--- src/rtl/embtmr_pkg.sv ---
package embtmr_pkg;
    typedef enum logic [1:0] {
        REG_CTRL = 2'd0,
        REG_STAT = 2'd1,
        REG_PIT  = 2'd2
    } reg_sel_e;

    // watchdog state encodes {arm, alert} status bits
    typedef enum logic [1:0] {
        WD_QUIET = 2'b00,
        WD_LATE  = 2'b01,
        WD_ARMED = 2'b10,
        WD_ALERT = 2'b11
    } wd_state_e;

    // control word fields
    localparam int C_WDP = 30;  // 2 bits
    localparam int C_WRT = 28;  // 2 bits
    localparam int C_WIE = 27;
    localparam int C_PIE = 26;
    localparam int C_FTP = 24;  // 2 bits
    localparam int C_FIE = 23;
    localparam int C_ARL = 22;
    // status word fields
    localparam int S_ARM = 31;
    localparam int S_ALR = 30;
    localparam int S_RST = 28;  // 2 bits
    localparam int S_PIT = 27;
    localparam int S_FIT = 26;

    localparam logic [31:0] CTRL_KEEP = 32'hFFC0_0000;
endpackage

--- src/rtl/embtmr_timebase.sv ---
module embtmr_timebase #(
    parameter int FIT_BASE = 9,
    parameter int FIT_STEP = 4,
    parameter int WD_BASE  = 17,
    parameter int WD_STEP  = 4
) (
    input  logic       clk,
    input  logic       rst_n,
    input  logic       tick,
    input  logic [1:0] fit_sel,
    input  logic [1:0] wd_sel,
    output logic       fit_evt,
    output logic       wd_evt
);
    localparam int FIT_TOP = FIT_BASE + 3 * FIT_STEP;
    localparam int WD_TOP  = WD_BASE + 3 * WD_STEP;
    localparam int TB_W    = (FIT_TOP > WD_TOP) ? FIT_TOP : WD_TOP;

    logic [TB_W-1:0] tb_q;
    logic [3:0]      fit_hit, wd_hit;

    always_ff @(posedge clk or negedge rst_n) begin
        if (!rst_n)     tb_q <= '0;
        else if (tick)  tb_q <= tb_q + 1'b1;
    end

    // a period ends when the low bits roll over to zero on this tick
    for (genvar g = 0; g < 4; g++) begin : g_tap
        localparam int FB = FIT_BASE + FIT_STEP * g;
        localparam int WB = WD_BASE + WD_STEP * g;
        assign fit_hit[g] = &tb_q[FB-1:0];
        assign wd_hit[g]  = &tb_q[WB-1:0];
    end

    assign fit_evt = tick & fit_hit[fit_sel];
    assign wd_evt  = tick & wd_hit[wd_sel];

    assert_tb_step_R8: assert property (@(posedge clk) disable iff (!rst_n)
        tick |=> (tb_q == $past(tb_q) + {{(TB_W-1){1'b0}}, 1'b1}));
endmodule

--- src/rtl/embtmr_pit.sv ---
module embtmr_pit #(
    parameter int PIT_W = 32
) (
    input  logic             clk,
    input  logic             rst_n,
    input  logic             tick,
    input  logic             load,
    input  logic [PIT_W-1:0] load_val,
    input  logic             int_en,
    input  logic             auto_rl,
    input  logic             halt,
    output logic [PIT_W-1:0] count,
    output logic             expire
);
    localparam logic [PIT_W-1:0] ONE = {{(PIT_W-1){1'b0}}, 1'b1};

    logic [PIT_W-1:0] reload_q, cnt_q;
    logic             run_q;

    assign expire = run_q & tick & (cnt_q == ONE);
    assign count  = cnt_q;

    always_ff @(posedge clk or negedge rst_n) begin
        if (!rst_n) begin
            reload_q <= '0;
            cnt_q    <= '0;
            run_q    <= 1'b0;
        end else if (load) begin
            reload_q <= load_val;
            if (load_val > ONE && int_en) begin
                run_q <= 1'b1;
                cnt_q <= load_val;
            end else begin
                run_q <= 1'b0;
                cnt_q <= '0;
            end
        end else if (halt) begin
            run_q <= 1'b0;
            cnt_q <= '0;
        end else if (run_q && tick) begin
            if (cnt_q == ONE) begin
                if (auto_rl && int_en && reload_q > ONE) begin
                    cnt_q <= reload_q;
                end else begin
                    run_q <= 1'b0;
                    cnt_q <= '0;
                end
            end else begin
                cnt_q <= cnt_q - ONE;
            end
        end
    end

    assert_run_nonzero_R5: assert property (@(posedge clk) disable iff (!rst_n)
        run_q |-> (cnt_q != '0));
    assert_count_step_R5: assert property (@(posedge clk) disable iff (!rst_n)
        (run_q && tick && cnt_q > ONE && !load && !halt) |=> (cnt_q == $past(cnt_q) - ONE));
endmodule

--- src/rtl/embtmr_wdog.sv ---
module embtmr_wdog
    import embtmr_pkg::*;
(
    input  logic       clk,
    input  logic       rst_n,
    input  logic       evt,
    input  logic       clr_arm,
    input  logic       clr_alr,
    input  logic [1:0] clr_rec,
    input  logic [1:0] rst_type,
    output logic       arm,
    output logic       alr,
    output logic [1:0] rec,
    output logic       rst_core,
    output logic       rst_chip,
    output logic       rst_sys
);
    wd_state_e state_q, base, state_d;
    logic      fire;
    logic [1:0] rec_q;
    logic       core_q, chip_q, sys_q;

    // software clears apply before a same-cycle expiry
    always_comb begin
        base    = wd_state_e'({state_q[1] & ~clr_arm, state_q[0] & ~clr_alr});
        state_d = base;
        fire    = 1'b0;
        if (evt) begin
            unique case (base)
                WD_QUIET: state_d = WD_ARMED;
                WD_LATE:  state_d = WD_ALERT;
                WD_ARMED: state_d = WD_ALERT;
                WD_ALERT: begin
                    state_d = WD_ALERT;
                    fire    = 1'b1;
                end
            endcase
        end
    end

    always_ff @(posedge clk or negedge rst_n) begin
        if (!rst_n) state_q <= WD_QUIET;
        else        state_q <= state_d;
    end

    always_ff @(posedge clk or negedge rst_n) begin
        if (!rst_n) begin
            rec_q  <= 2'd0;
            core_q <= 1'b0;
            chip_q <= 1'b0;
            sys_q  <= 1'b0;
        end else begin
            rec_q  <= fire ? rst_type : (rec_q & ~clr_rec);
            core_q <= fire && (rst_type == 2'd1);
            chip_q <= fire && (rst_type == 2'd2);
            sys_q  <= fire && (rst_type == 2'd3);
        end
    end

    assign arm      = state_q[1];
    assign alr      = state_q[0];
    assign rec      = rec_q;
    assign rst_core = core_q;
    assign rst_chip = chip_q;
    assign rst_sys  = sys_q;

    assert_one_reset_R10: assert property (@(posedge clk) disable iff (!rst_n)
        $onehot0({core_q, chip_q, sys_q}));
    assert_reset_single_R10: assert property (@(posedge clk) disable iff (!rst_n)
        (core_q | chip_q | sys_q) |=> !(core_q | chip_q | sys_q));
    assert_reset_from_alert_R10: assert property (@(posedge clk) disable iff (!rst_n)
        (core_q | chip_q | sys_q) |-> (state_q == WD_ALERT));
endmodule

--- src/rtl/embtmr_top.sv ---
module embtmr_top
    import embtmr_pkg::*;
#(
    parameter int PIT_W    = 32,
    parameter int FIT_BASE = 9,
    parameter int FIT_STEP = 4,
    parameter int WD_BASE  = 17,
    parameter int WD_STEP  = 4
) (
    input  logic        clk,
    input  logic        rst_n,
    input  logic        tick_en,
    input  logic        wr_en,
    input  logic [1:0]  wr_sel,
    input  logic [31:0] wr_data,
    input  logic [1:0]  rd_sel,
    output logic [31:0] rd_data,
    output logic        pit_irq,
    output logic        fit_irq,
    output logic        wdt_irq,
    output logic        rst_core,
    output logic        rst_chip,
    output logic        rst_sys
);
    logic [31:0] tcr_q, w1c, tsr;
    logic        wr_ctrl, wr_stat, wr_pit;
    logic        fit_evt, wd_evt, pit_exp;
    logic        fit_st_q, pit_st_q, pit_irq_q;
    logic        arm, alr;
    logic [1:0]  rec;
    logic [PIT_W-1:0] pit_cnt;

    assign wr_ctrl = wr_en && (wr_sel == REG_CTRL);
    assign wr_stat = wr_en && (wr_sel == REG_STAT);
    assign wr_pit  = wr_en && (wr_sel == REG_PIT);
    assign w1c     = wr_stat ? wr_data : 32'd0;

    always_ff @(posedge clk or negedge rst_n) begin
        if (!rst_n)       tcr_q <= 32'd0;
        else if (wr_ctrl) tcr_q <= wr_data & CTRL_KEEP;
    end

    embtmr_timebase #(
        .FIT_BASE(FIT_BASE), .FIT_STEP(FIT_STEP),
        .WD_BASE(WD_BASE),   .WD_STEP(WD_STEP)
    ) u_tb (
        .clk(clk), .rst_n(rst_n), .tick(tick_en),
        .fit_sel(tcr_q[C_FTP+:2]), .wd_sel(tcr_q[C_WDP+:2]),
        .fit_evt(fit_evt), .wd_evt(wd_evt)
    );

    embtmr_pit #(.PIT_W(PIT_W)) u_pit (
        .clk(clk), .rst_n(rst_n), .tick(tick_en),
        .load(wr_pit), .load_val(wr_data[PIT_W-1:0]),
        .int_en(tcr_q[C_PIE]), .auto_rl(tcr_q[C_ARL]),
        .halt(wr_ctrl && !wr_data[C_PIE]),
        .count(pit_cnt), .expire(pit_exp)
    );

    embtmr_wdog u_wd (
        .clk(clk), .rst_n(rst_n), .evt(wd_evt),
        .clr_arm(w1c[S_ARM]), .clr_alr(w1c[S_ALR]), .clr_rec(w1c[S_RST+:2]),
        .rst_type(tcr_q[C_WRT+:2]),
        .arm(arm), .alr(alr), .rec(rec),
        .rst_core(rst_core), .rst_chip(rst_chip), .rst_sys(rst_sys)
    );

    always_ff @(posedge clk or negedge rst_n) begin
        if (!rst_n) begin
            fit_st_q  <= 1'b0;
            pit_st_q  <= 1'b0;
            pit_irq_q <= 1'b0;
        end else begin
            fit_st_q <= (fit_st_q & ~w1c[S_FIT]) | fit_evt;
            pit_st_q <= (pit_st_q & ~w1c[S_PIT]) | pit_exp;
            if (pit_exp && tcr_q[C_PIE])         pit_irq_q <= 1'b1;
            else if (w1c[S_PIT] || w1c[S_ARM])   pit_irq_q <= 1'b0;
        end
    end

    assign tsr = {arm, alr, rec, pit_st_q, fit_st_q, 26'd0};

    always_comb begin
        unique case (rd_sel)
            REG_CTRL: rd_data = tcr_q;
            REG_STAT: rd_data = tsr;
            REG_PIT:  rd_data = 32'(pit_cnt);
            default:  rd_data = 32'd0;
        endcase
    end

    assign pit_irq = pit_irq_q;
    assign fit_irq = fit_st_q & tcr_q[C_FIE];
    assign wdt_irq = alr & tcr_q[C_WIE];

    assert_pit_irq_status_R5: assert property (@(posedge clk) disable iff (!rst_n)
        pit_irq_q |-> pit_st_q);
    assert_fit_sets_R3: assert property (@(posedge clk) disable iff (!rst_n)
        fit_evt |=> fit_st_q);
    assert_arm_drop_R7: assert property (@(posedge clk) disable iff (!rst_n)
        (w1c[S_ARM] && !pit_exp) |=> !pit_irq_q);
endmodule

--- config.mk ---
export PLATFORM = sky130hd
export DESIGN_NAME = embtmr_top
export DESIGN_NICKNAME = d
export VERILOG_FILES = /design/src/rtl/embtmr_pkg.sv /design/src/rtl/embtmr_timebase.sv /design/src/rtl/embtmr_pit.sv /design/src/rtl/embtmr_wdog.sv /design/src/rtl/embtmr_top.sv
export SDC_FILE = /design/constraint.sdc
export NUM_CORES = 1
export LEC_CHECK = 0
export BUFFER_PORTS_ARGS = -buffer_cell sky130_fd_sc_hd__buf_2
export CORE_UTILIZATION = 45
export DETAILED_ROUTE_END_ITERATION = 12
export PLACE_DENSITY_LB_ADDON = 0.12
export SYNTH_ARGS = -nofsm -noshare
export SYNTH_HDL_FRONTEND = slang
export SYNTH_SLANG_ARGS = --single-unit
--- constraint.sdc ---
create_clock -name clk -period 5.2 [get_ports clk]
set_input_delay 0.26 -clock clk [delete_from_list [all_inputs] [get_ports clk]]
set_output_delay 0.26 -clock clk [all_outputs]
set_load 0.02 [all_outputs]
==> impl_results.md, run 1 <==
* Fillcell total at 1281
* Count of endpoints failing setup in the final report at 0
* Combinational family with the most area after synthesis: simple AND/OR/NAND/NOR gates
* Capture point of the critical path: u_pit.count[7]
* Pwr dens at 425 nW/um^2
* Number of buffers inserted by port buffering at 77
* Post-DR wirelength/cell at 20.2 um
* Number of inserted diodes at 0
* Remaining Overflow, GRT at 0
* Initial detailed-routing violation count at 547
* Compound-Gate Fraction of Synth Area at 0.150
* Share of power burned in registers at 0.404
* Die ar. at 15000 um^2
* Final non-filler cell area at 7640 um^2
* Cell area reported after detailed placement at 7030 um^2
* Data arrival time of the critical path at 3.22 ns
* Instance count of the mapped netlist at 718
* PostCTS Resize Cnt at 0
* Multi-input gate area at 3490 um^2
* Total net switching power at 1140 uW
* End of the worst register-to-register path: u_pit.count[7]
* Netlist area before placement at 6550 um^2
* Number of sinks handled by clock tree synthesis at 114
* Switching part of the total at 0.352
* Proportion of synthesized area in mux cells at 0.0411
* Total Nets Final at 829
* Detailed placement HPWL at 13.5 mm
* Std-Cell Rows at 43
* Combinational Power Share at 0.227
* Number of global-route vias before repair at 5590
* Worst r2r path cells at 8
* Global router's overall resource usage at 0.276
* Leak pwr at 0.00353 uW
* Share of post-route cells with drive strength above 1 at 0.203
* Critical Path Start: u_pit.count[1]
* FF-to-FF setup slack at 2.33 ns
* Sum of negative setup slack at 0 ns
* Max-slew violation count at 0
* Largest fanout on the critical path at 24
* Clk_lat worst skew at 0.42 ns
* Chip Height at 123 um
* Post-synth EDFFs at 0
* Pin count of the biggest net entering global routing at 65
* Highest achievable clock rate at 349 MHz
* Initial core utilization at 0.467
* Root buffer cell: clkbuf_16
* Internal Pwr Total at 2100 uW
* Worst min path class: input port to flop
* Adder-cell area share of the yosys netlist at 0.00955
* Number of antenna violations at the first check in global routing at 0
* Cells after DPL at 944
* Final min period at 2.87 ns
* Yosys warnings at 0
* Global-route wire length before repair at 30.8 mm
* Deepest clock path buffer count at 2
* Post-detailed-route via-to-cell ratio at 5.95
* Share of the clock period used by the worst path after layout at 0.551
* Fraction of the mapped netlist area in simple logic gates at 0.282
* WL final at 19.8 mm
* Final Wtd Congestion at 0.880
* RSZ-0062 raised after global routing: no
* Least-Margin Pin Slew at 1.32 ns
* Finished Layout Cells at 977
* Number of maximum-capacitance constraint violations at 0
* Final worst hold slack at 0.0597 ns
* Outcome: completed
* Post-synthesis xor/xnor area fraction at 0.0495
* Syn_area_per_cell at 9.13 um^2
* Clock power share at 0.370
* Area of the core at 14000 um^2
* Top_reg_cell synth: dfrtp_1
* Sequential cell area at 2850 um^2
* Post-Synthesis Net Count at 763
* Ports at 78
* Residual DRC at 0
* Fraction of the core area covered by cells at the end of the flow at 0.544
* Residual antenna-violating net count after detailed routing at 0
* Fraction of registers with async set or reset after synthesis at 1.00
* Proportion of synthesized chip area in sequential cells at 0.435
* Maximum vdd ir drop at 0.000248 V
* CTS clock-pin slew for the worst setup and hold paths at 0.06 ns
* Headroom to the max-slew limit at 0.120
* Number of buffers added by the clock tree synthesis step at 17
* Post-CTS setup buffer count at 0
* CTS tree: yes
* Worst flop-to-flop path startpoint: u_pit.count[1]
* Clock skew at 0.00670 ns
* CP Capture Type: flop
* Layout overhead on the synthesized area at 16.7%
* WS Path Type: flop to flop
* Setup crit start kind: flop
* Count of vias placed by the detailed router at 5815
* Count of unique library cells instantiated by Yosys at 74
* Register bit total from synthesis at 114
* Max H-tree Level at 4
* Required time at the endpoint of the critical path at 5.55 ns
* Horizontal die dimension at 123 um
* Count of final hold-check violations at 0
* Number of detailed-route iterations in the first pass at 5
==> power groups by stage <==
stage	sequential [uW]	clock, uW	combinational, uW
floorplan	1220	0	569
global placement	1310	0	716
detailed placement	1320	0	728
CTS	1300	1210	734
global route	1330	1250	816
finish	1310	1200	736
==> area by class of cell <==
type                            count  area share
Multi-Input combinational cell    559       0.457
Inverter                            9     0.00442
Clock inverter                     13      0.0196
Timing Repair Buffer               83      0.0570
Sequential cell                   114       0.373
Tap cell                          180      0.0295
Clock buffer                       19      0.0593
==> state kept, by name, summed over array words and instances, names as in the netlist <==
name            cells
u_pit.reload_q     32
fit_st_q            1
u_pit.count        32
u_wd.rst_sys        1
u_wd.rst_core       1
pit_irq             1
pit_st_q            1
u_tb.tb_q          29
u_wd.state_q        2
u_wd.rec            2
u_pit.run_q         1
tcr_q              10
u_wd.rst_chip       1
==> cell usage in the layout (no fill, tap or decap), types with 9 or more instances in the layout <==
cell type | synthesis | final
xor2_1 | 14 | 14
nor2_1 | 32 | 31
xnor2_1 | 23 | 23
and2_1 | 25 | 25
and3_1 | 12 | 12
nand4_1 | 14 | 14
a21oi_1 | 27 | 27
clkbuf_16 | 0 | 17
nand3_1 | 24 | 24
a22oi_1 | 12 | 12
nand2_1 | 159 | 159
dfrtp_1 | 114 | 114
mux2_2 | 15 | 15
mux2i_1 | 10 | 10
inv_1 | 9 | 9
nor4_1 | 19 | 19
buf_2 | 8 | 76
nor3_1 | 15 | 15
o21ai_0 | 36 | 36
==> cell families after synthesis <==
| logic type | Yosys count |
|---|---|
| xor+xnor | 37 |
| fa+ha+maj | 5 |
| compound gates | 143 |
| flops | 114 |
| mux | 25 |
| simple gates | 349 |
| buf+inv | 45 |
==> metrics by stage <==
step,setup slack (ns),total power (uW)
finish,2.33,3250
global route,2.14,3400
detailed placement,2.19,2050
global placement,2.31,2030
CTS,2.34,3250
floorplan,3.21,1790
==> layer usage <==
metal | vias to the layer above | GRT usage | share of wire
li1 | 2716 | - | -
met1 | 2871 | 0.384 | 0.46
met2 | 204 | 0.429 | 0.47
met3 | 24 | 0.0576 | 0.056
met4 | 0 | 0.0869 | 0.013
met5 | - | 0 | 0
==> cells in the mapped netlist (3+ instances only) <==
library cell,n,area (um^2)
a21boi_0,3,22.5
a21oi_1,27,135
a221oi_1,4,35.0
a22o_1,5,43.8
a22oi_1,12,90.1
a31o_2,3,26.3
a31oi_1,6,37.5
a32o_1,6,60.1
a32oi_1,4,35.0
and2_1,25,156
and3_1,12,75.1
and3b_1,3,26.3
and4_1,7,61.3
buf_2,8,40.0
buf_6,4,45.0
clkbuf_1,21,78.8
dfrtp_1,114,2850
ha_1,5,62.6
inv_1,9,33.8
mux2_2,15,169
mux2i_1,10,100
nand2_1,159,597
nand3_1,24,120
nand4_1,14,87.6
nor2_1,32,120
nor2b_1,5,31.3
nor3_1,15,75.1
nor4_1,19,119
nor4_4,5,106
o21a_1,4,30.0
o21ai_0,36,180
o21ai_1,4,20.0
o311ai_0,3,26.3
o31ai_1,4,30.0
or3_1,3,18.8
xnor2_1,23,201
xor2_1,14,123
==> critical path: stages (launching register included) <==
cell and delay [ns]:
dfrtp_1 0.43, inv_1 0.11, ha_1 0.13, nor4b_1 0.51
nand3_2 0.23, nor3_4 0.79, nand3_1 0.15, a31o_2 0.28
a21oi_1 0.14
==> worst min path at each step <==
| stage | end | start | slack (ns) | cells past startpoint |
|---|---|---|---|---|
| floorplan | fit_st_q | rst_n | -0.04 | 0 |
| global placement | u_wd.rst_chip | rst_n | 0.40 | 1 |
| detailed placement | u_wd.rst_sys | rst_n | 0.41 | 1 |
| CTS | u_pit.reload_q[8] | wr_data[8] | 0.05 | 3 |
| global route | u_pit.reload_q[0] | wr_data[0] | 0.06 | 3 |
| finish | u_pit.reload_q[8] | wr_data[8] | 0.06 | 3 |
==> what timing repair did <==
item,CTS,global route
endpoints found under the setup margin,0,0
hold buffers,1,0
hold endpoints to repair,63,0
Power figures use the tool's default switching activity.
==> run 2: changes to the inputs <==
--- a/config.mk
+++ b/config.mk
@@ -5,6 +5,7 @@
 export SDC_FILE = /design/constraint.sdc
 export NUM_CORES = 1
 export LEC_CHECK = 0
+export ABC_AREA = 1
 export BUFFER_PORTS_ARGS = -buffer_cell sky130_fd_sc_hd__buf_2
 export CORE_UTILIZATION = 45
 export DETAILED_ROUTE_END_ITERATION = 12
==> constraint.sdc (replaced) <==
create_clock -name clk -period 2.6 [get_ports clk]
set_input_delay 0.13 -clock clk [delete_from_list [all_inputs] [get_ports clk]]
set_output_delay 0.13 -clock clk [all_outputs]
set_load 0.02 [all_outputs]
==> run 2 against run 1 <==
  * The flow now finishes with violations (hold timing)
  * Wire length grew 12%
  * Die area rose by 13%
  * Clock skew rose by 0.0035 ns
  * Clock power is 89% higher
  * Synthesized cell count increased by 51%
  * Via count grew 24%
  * Largest power group unchanged
==> impl_results.md, run 2 <==
* Maximum vdd ir drop at 0.000494 V (was 0.000248 V)
* Horizontal die dimension at 130 um (was 123 um)
* Instance count of the mapped netlist at 1081 (was 718)
* Register bit total from synthesis at 114 (unchanged)
* Violations in the final reports: hold timing
* CP Capture Type: flop (unchanged)
* Finished Layout Cells at 1405 (was 977)
* Required time at the endpoint of the critical path at 2.91 ns (was 5.55 ns)
* Number of buffers added by the clock tree synthesis step at 17 (unchanged)
* Worst-path cell chain: ha_1 -> nand2_2 -> nor2_4 -> inv_2 -> nor2_8 -> nand2_4 -> nor3_1 -> ha_1 -> a21oi_1 -> nand2_1 -> nand3_2 -> nand2_1 -> nand2_1 (was inv_1 -> ha_1 -> nor4b_1 -> nand3_2 -> nor3_4 -> nand3_1 -> a31o_2 -> a21oi_1)
* Final Wtd Congestion at 0.941 (was 0.880)
* Count of final hold-check violations at 1 (was 0)
* Global router's overall resource usage at 0.279 (was 0.276)
* Least-Margin Pin Slew at 0.531 ns (was 1.32 ns)
* Std-Cell Rows at 46 (was 43)
* Number of maximum-capacitance constraint violations at 0 (unchanged)
* Outcome: complete, but fails checks (was completed)
* PostCTS Resize Cnt at 0 (unchanged)
* Residual DRC at 0 (unchanged)
* Global-route wire length before repair at 35.6 mm (was 30.8 mm)
* Layout overhead on the synthesized area at 18.9% (was 16.7%)
* Count of endpoints failing setup in the final report at 0 (unchanged)
* Root buffer cell: clkbuf_16 (unchanged)
* Remaining Overflow, GRT at 0 (unchanged)
* Post-detailed-route via-to-cell ratio at 5.15 (was 5.95)
* CTS tree: yes (unchanged)
* Most common cell on crit path: nand2_1
* CTS clock-pin slew for the worst setup and hold paths at 0.05 ns (was 0.06 ns)
* Sum of negative setup slack at 0 ns (unchanged)
* Share of post-route cells with drive strength above 1 at 0.142 (was 0.203)
* Area of the core at 15900 um^2 (was 14000 um^2)
* Fillcell total at 1599 (was 1281)
* Cells after DPL at 1353 (was 944)
* Critical Path Start: u_tb.tb_q[0] (was u_pit.count[1])
* Number of sinks handled by clock tree synthesis at 114 (unchanged)
* Number of detailed-route iterations in the first pass at 6 (was 5)
* Slowest cell delay on critical path at 0.40 ns (was 0.79 ns)
* Total power at 7150 uW (was 3250 uW)
* Setup crit start kind: flop (unchanged)
* Area share of the largest cell type after synthesis at 0.386 (was 0.435)
* Source of the worst hold timing path: wr_data[14] (was wr_data[8])
* Proportion of synthesized chip area in sequential cells at 0.386 (was 0.435)
* Syn_area_per_cell at 6.85 um^2 (was 9.13 um^2)
* Max H-tree Level at 4 (unchanged)
* Share of the clock period used by the worst path after layout at 0.842 (was 0.551)
* Initial core utilization at 0.464 (was 0.467)
* Data arrival time of the critical path at 2.50 ns (was 3.22 ns)
* Residual antenna-violating net count after detailed routing at 0 (unchanged)
* Worst min path class: input port to flop (unchanged)
* Highest achievable clock rate at 457 MHz (was 349 MHz)
* Count of unique library cells instantiated by Yosys at 42 (was 74)
* Leak pwr at 0.00451 uW (was 0.00353 uW)
* Die ar. at 17000 um^2 (was 15000 um^2)
* Top_reg_cell synth: dfrtp_1 (unchanged)
* Pwr dens at 813 nW/um^2 (was 425 nW/um^2)
* Pin count of the biggest net entering global routing at 61 (was 65)
* Post-synth EDFFs at 0 (unchanged)
* Number of global-route vias before repair at 6648 (was 5590)
* Slowest-stage cell, CP: dfrtp_1 (was nor3_4)
* Fraction of registers with async set or reset after synthesis at 1.00 (unchanged)
* Netlist area before placement at 7400 um^2 (was 6550 um^2)
* WL final at 22.2 mm (was 19.8 mm)
* Number of antenna violations at the first check in global routing at 0 (unchanged)
* Yosys warnings at 0 (unchanged)
* Max-slew violation count at 0 (unchanged)
* Chip Height at 130 um (was 123 um)
* Post-synthesis cell type with the largest combined area: dfrtp_1 (unchanged)
* CP delay by family, top: simple AND/OR/NAND/NOR gates (unchanged)
* Headroom to the max-slew limit at 0.645 (was 0.120)
* Buf/Inv on CP at 1 (unchanged)
* Commonest non-fill, non-tap cells in the layout: 256 x nand2_1, 158 x nor2_1, 151 x inv_1 (was 159 x nand2_1, 114 x dfrtp_1, 76 x buf_2)
* Worst r2r path cells at 13 (was 8)
* Top post-synthesis cells by area: dfrtp_1 39%, nand2_1 13%, nor2_1 8.0% (was dfrtp_1 44%, nand2_1 9.1%, xnor2_1 3.1%)
* Deepest clock path buffer count at 2 (unchanged)
* Final min period at 2.19 ns (was 2.87 ns)
* WS Path Type: flop to flop (unchanged)
* Clk_lat worst skew at 0.41 ns (was 0.42 ns)
* End of the worst register-to-register path: u_wd.rec[1] (was u_pit.count[7])
* Worst flop-to-flop path startpoint: u_tb.tb_q[0] (was u_pit.count[1])
* Initial detailed-routing violation count at 599 (was 547)
* WHS Endpoint: u_pit.reload_q[14] (was u_pit.reload_q[8])
* Number of buffers inserted by port buffering at 77 (unchanged)
* Count of vias placed by the detailed router at 7229 (was 5815)
* Largest fanout on the critical path at 5 (was 24)
* Ports at 78 (unchanged)
* FF-to-FF setup slack at 0.41 ns (was 2.33 ns)
* Post-Synthesis Net Count at 1126 (was 763)
* Cells on Worst Hold Path at 3 (unchanged)
* Most common library cell in the layout ignoring fill and taps: nand2_1 (unchanged)
* Final worst hold slack at -0.00144 ns (was 0.0597 ns)
* Most frequent cells after synthesis: 256 x nand2_1, 158 x nor2_1, 151 x inv_1, 114 x dfrtp_1, 88 x nand3_1 (was 159 x nand2_1, 114 x dfrtp_1, 36 x o21ai_0, 32 x nor2_1, 27 x a21oi_1)
* Detailed placement HPWL at 16.8 mm (was 13.5 mm)
* Number of inserted diodes at 0 (unchanged)
* RSZ-0062 raised after global routing: no (unchanged)
* Total Nets Final at 1222 (was 829)
* Clock skew at 0.0102 ns (was 0.00670 ns)
* Count leader, synth: nand2_1 (unchanged)
* Post-DR wirelength/cell at 15.8 um (was 20.2 um)
## run 2: changes by cell type in the layout (fill, tap and decap cells not counted), moves of 24 or more
| cell | delta |
|---|---|
| o21ai_0 | +51 |
| nor2_1 | +127 |
| inv_1 | +142 |
| nand2_1 | +97 |
| nand3_1 | +64 |
| and2_1 | -24 |
## run 2: layout make-up
cell class,instances,area (um^2),share of cell area
Multi-Input combinational cell,775,3770,0.429
Sequential cell,114,2850,0.324
Timing Repair Buffer,111,733,0.0834
Inverter,158,596,0.0677
Clock buffer,22,464,0.0528
Tap cell,216,270,0.0307
Clock inverter,9,108,0.0122
## run 2: metal layers
metal / share of wire / vias to the layer above / GRT usage / routed length, um
li1: - / 3615 / - / -
met2: 0.44 / 251 / 0.415 / 9810
met4: 0.016 / 0 / 0.0814 / 352
met5: 0 / - / 0 / 0
met1: 0.48 / 3342 / 0.411 / 10500
met3: 0.066 / 21 / 0.0500 / 1470
## run 2: kinds of logic after synthesis
kind of cell,synth area share
XOR/XNOR,0.0414
flip-flops,0.386
adder cells (fa/ha/maj),0.00845
buffers and inverters,0.105
AND/OR/NAND/NOR,0.348
AO/OA/AOI/OAI,0.106
multiplexers,0.00609
## run 2: power by group
part	total [uW]	internal, uW	switching [uW]
sequential	2730	2190	537
combinational	2150	766	1380
clock	2270	1450	817
total	7150	4410	2740
## run 2: stage by stage
step / utilization / setup slack [ns] / hold slack (ns) / area (um^2)
floorplan: - / 0.772 / -0.166 / 7400
global placement: 0.503 / 0.557 / 0.0605 / 8010
detailed placement: 0.503 / 0.472 / 0.0609 / 8010
CTS: 0.552 / 0.449 / 0.00270 / 8790
global route: 0.552 / 0.251 / 0.0131 / 8790
finish: 0.552 / 0.411 / -0.00144 / 8790
## run 2: worst max path at each step
stage / cells past startpoint / end / slack (ns)
floorplan: 13 / u_wd.rec[0] / 0.77
global placement: 13 / u_wd.rec[0] / 0.56
detailed placement: 13 / u_wd.rec[0] / 0.47
CTS: 13 / u_wd.rec[0] / 0.45
global route: 13 / u_wd.rec[0] / 0.25
finish: 13 / u_wd.rec[1] / 0.41
## run 2: repair_timing
item                      CTS  global route
hold endpoints to repair   46             0
setup buffers               0             0
hold buffers               21             0
## run 2: worst reg2reg max path: cells and delay by family, from the launching register on
| family | cells | cell delay, ns |
|---|---|---|
| simple gates | 9 | 1.11 |
| fa+ha+maj | 2 | 0.45 |
| flops | 1 | 0.40 |
| compound gates | 1 | 0.07 |
| buf+inv | 1 | 0.06 |
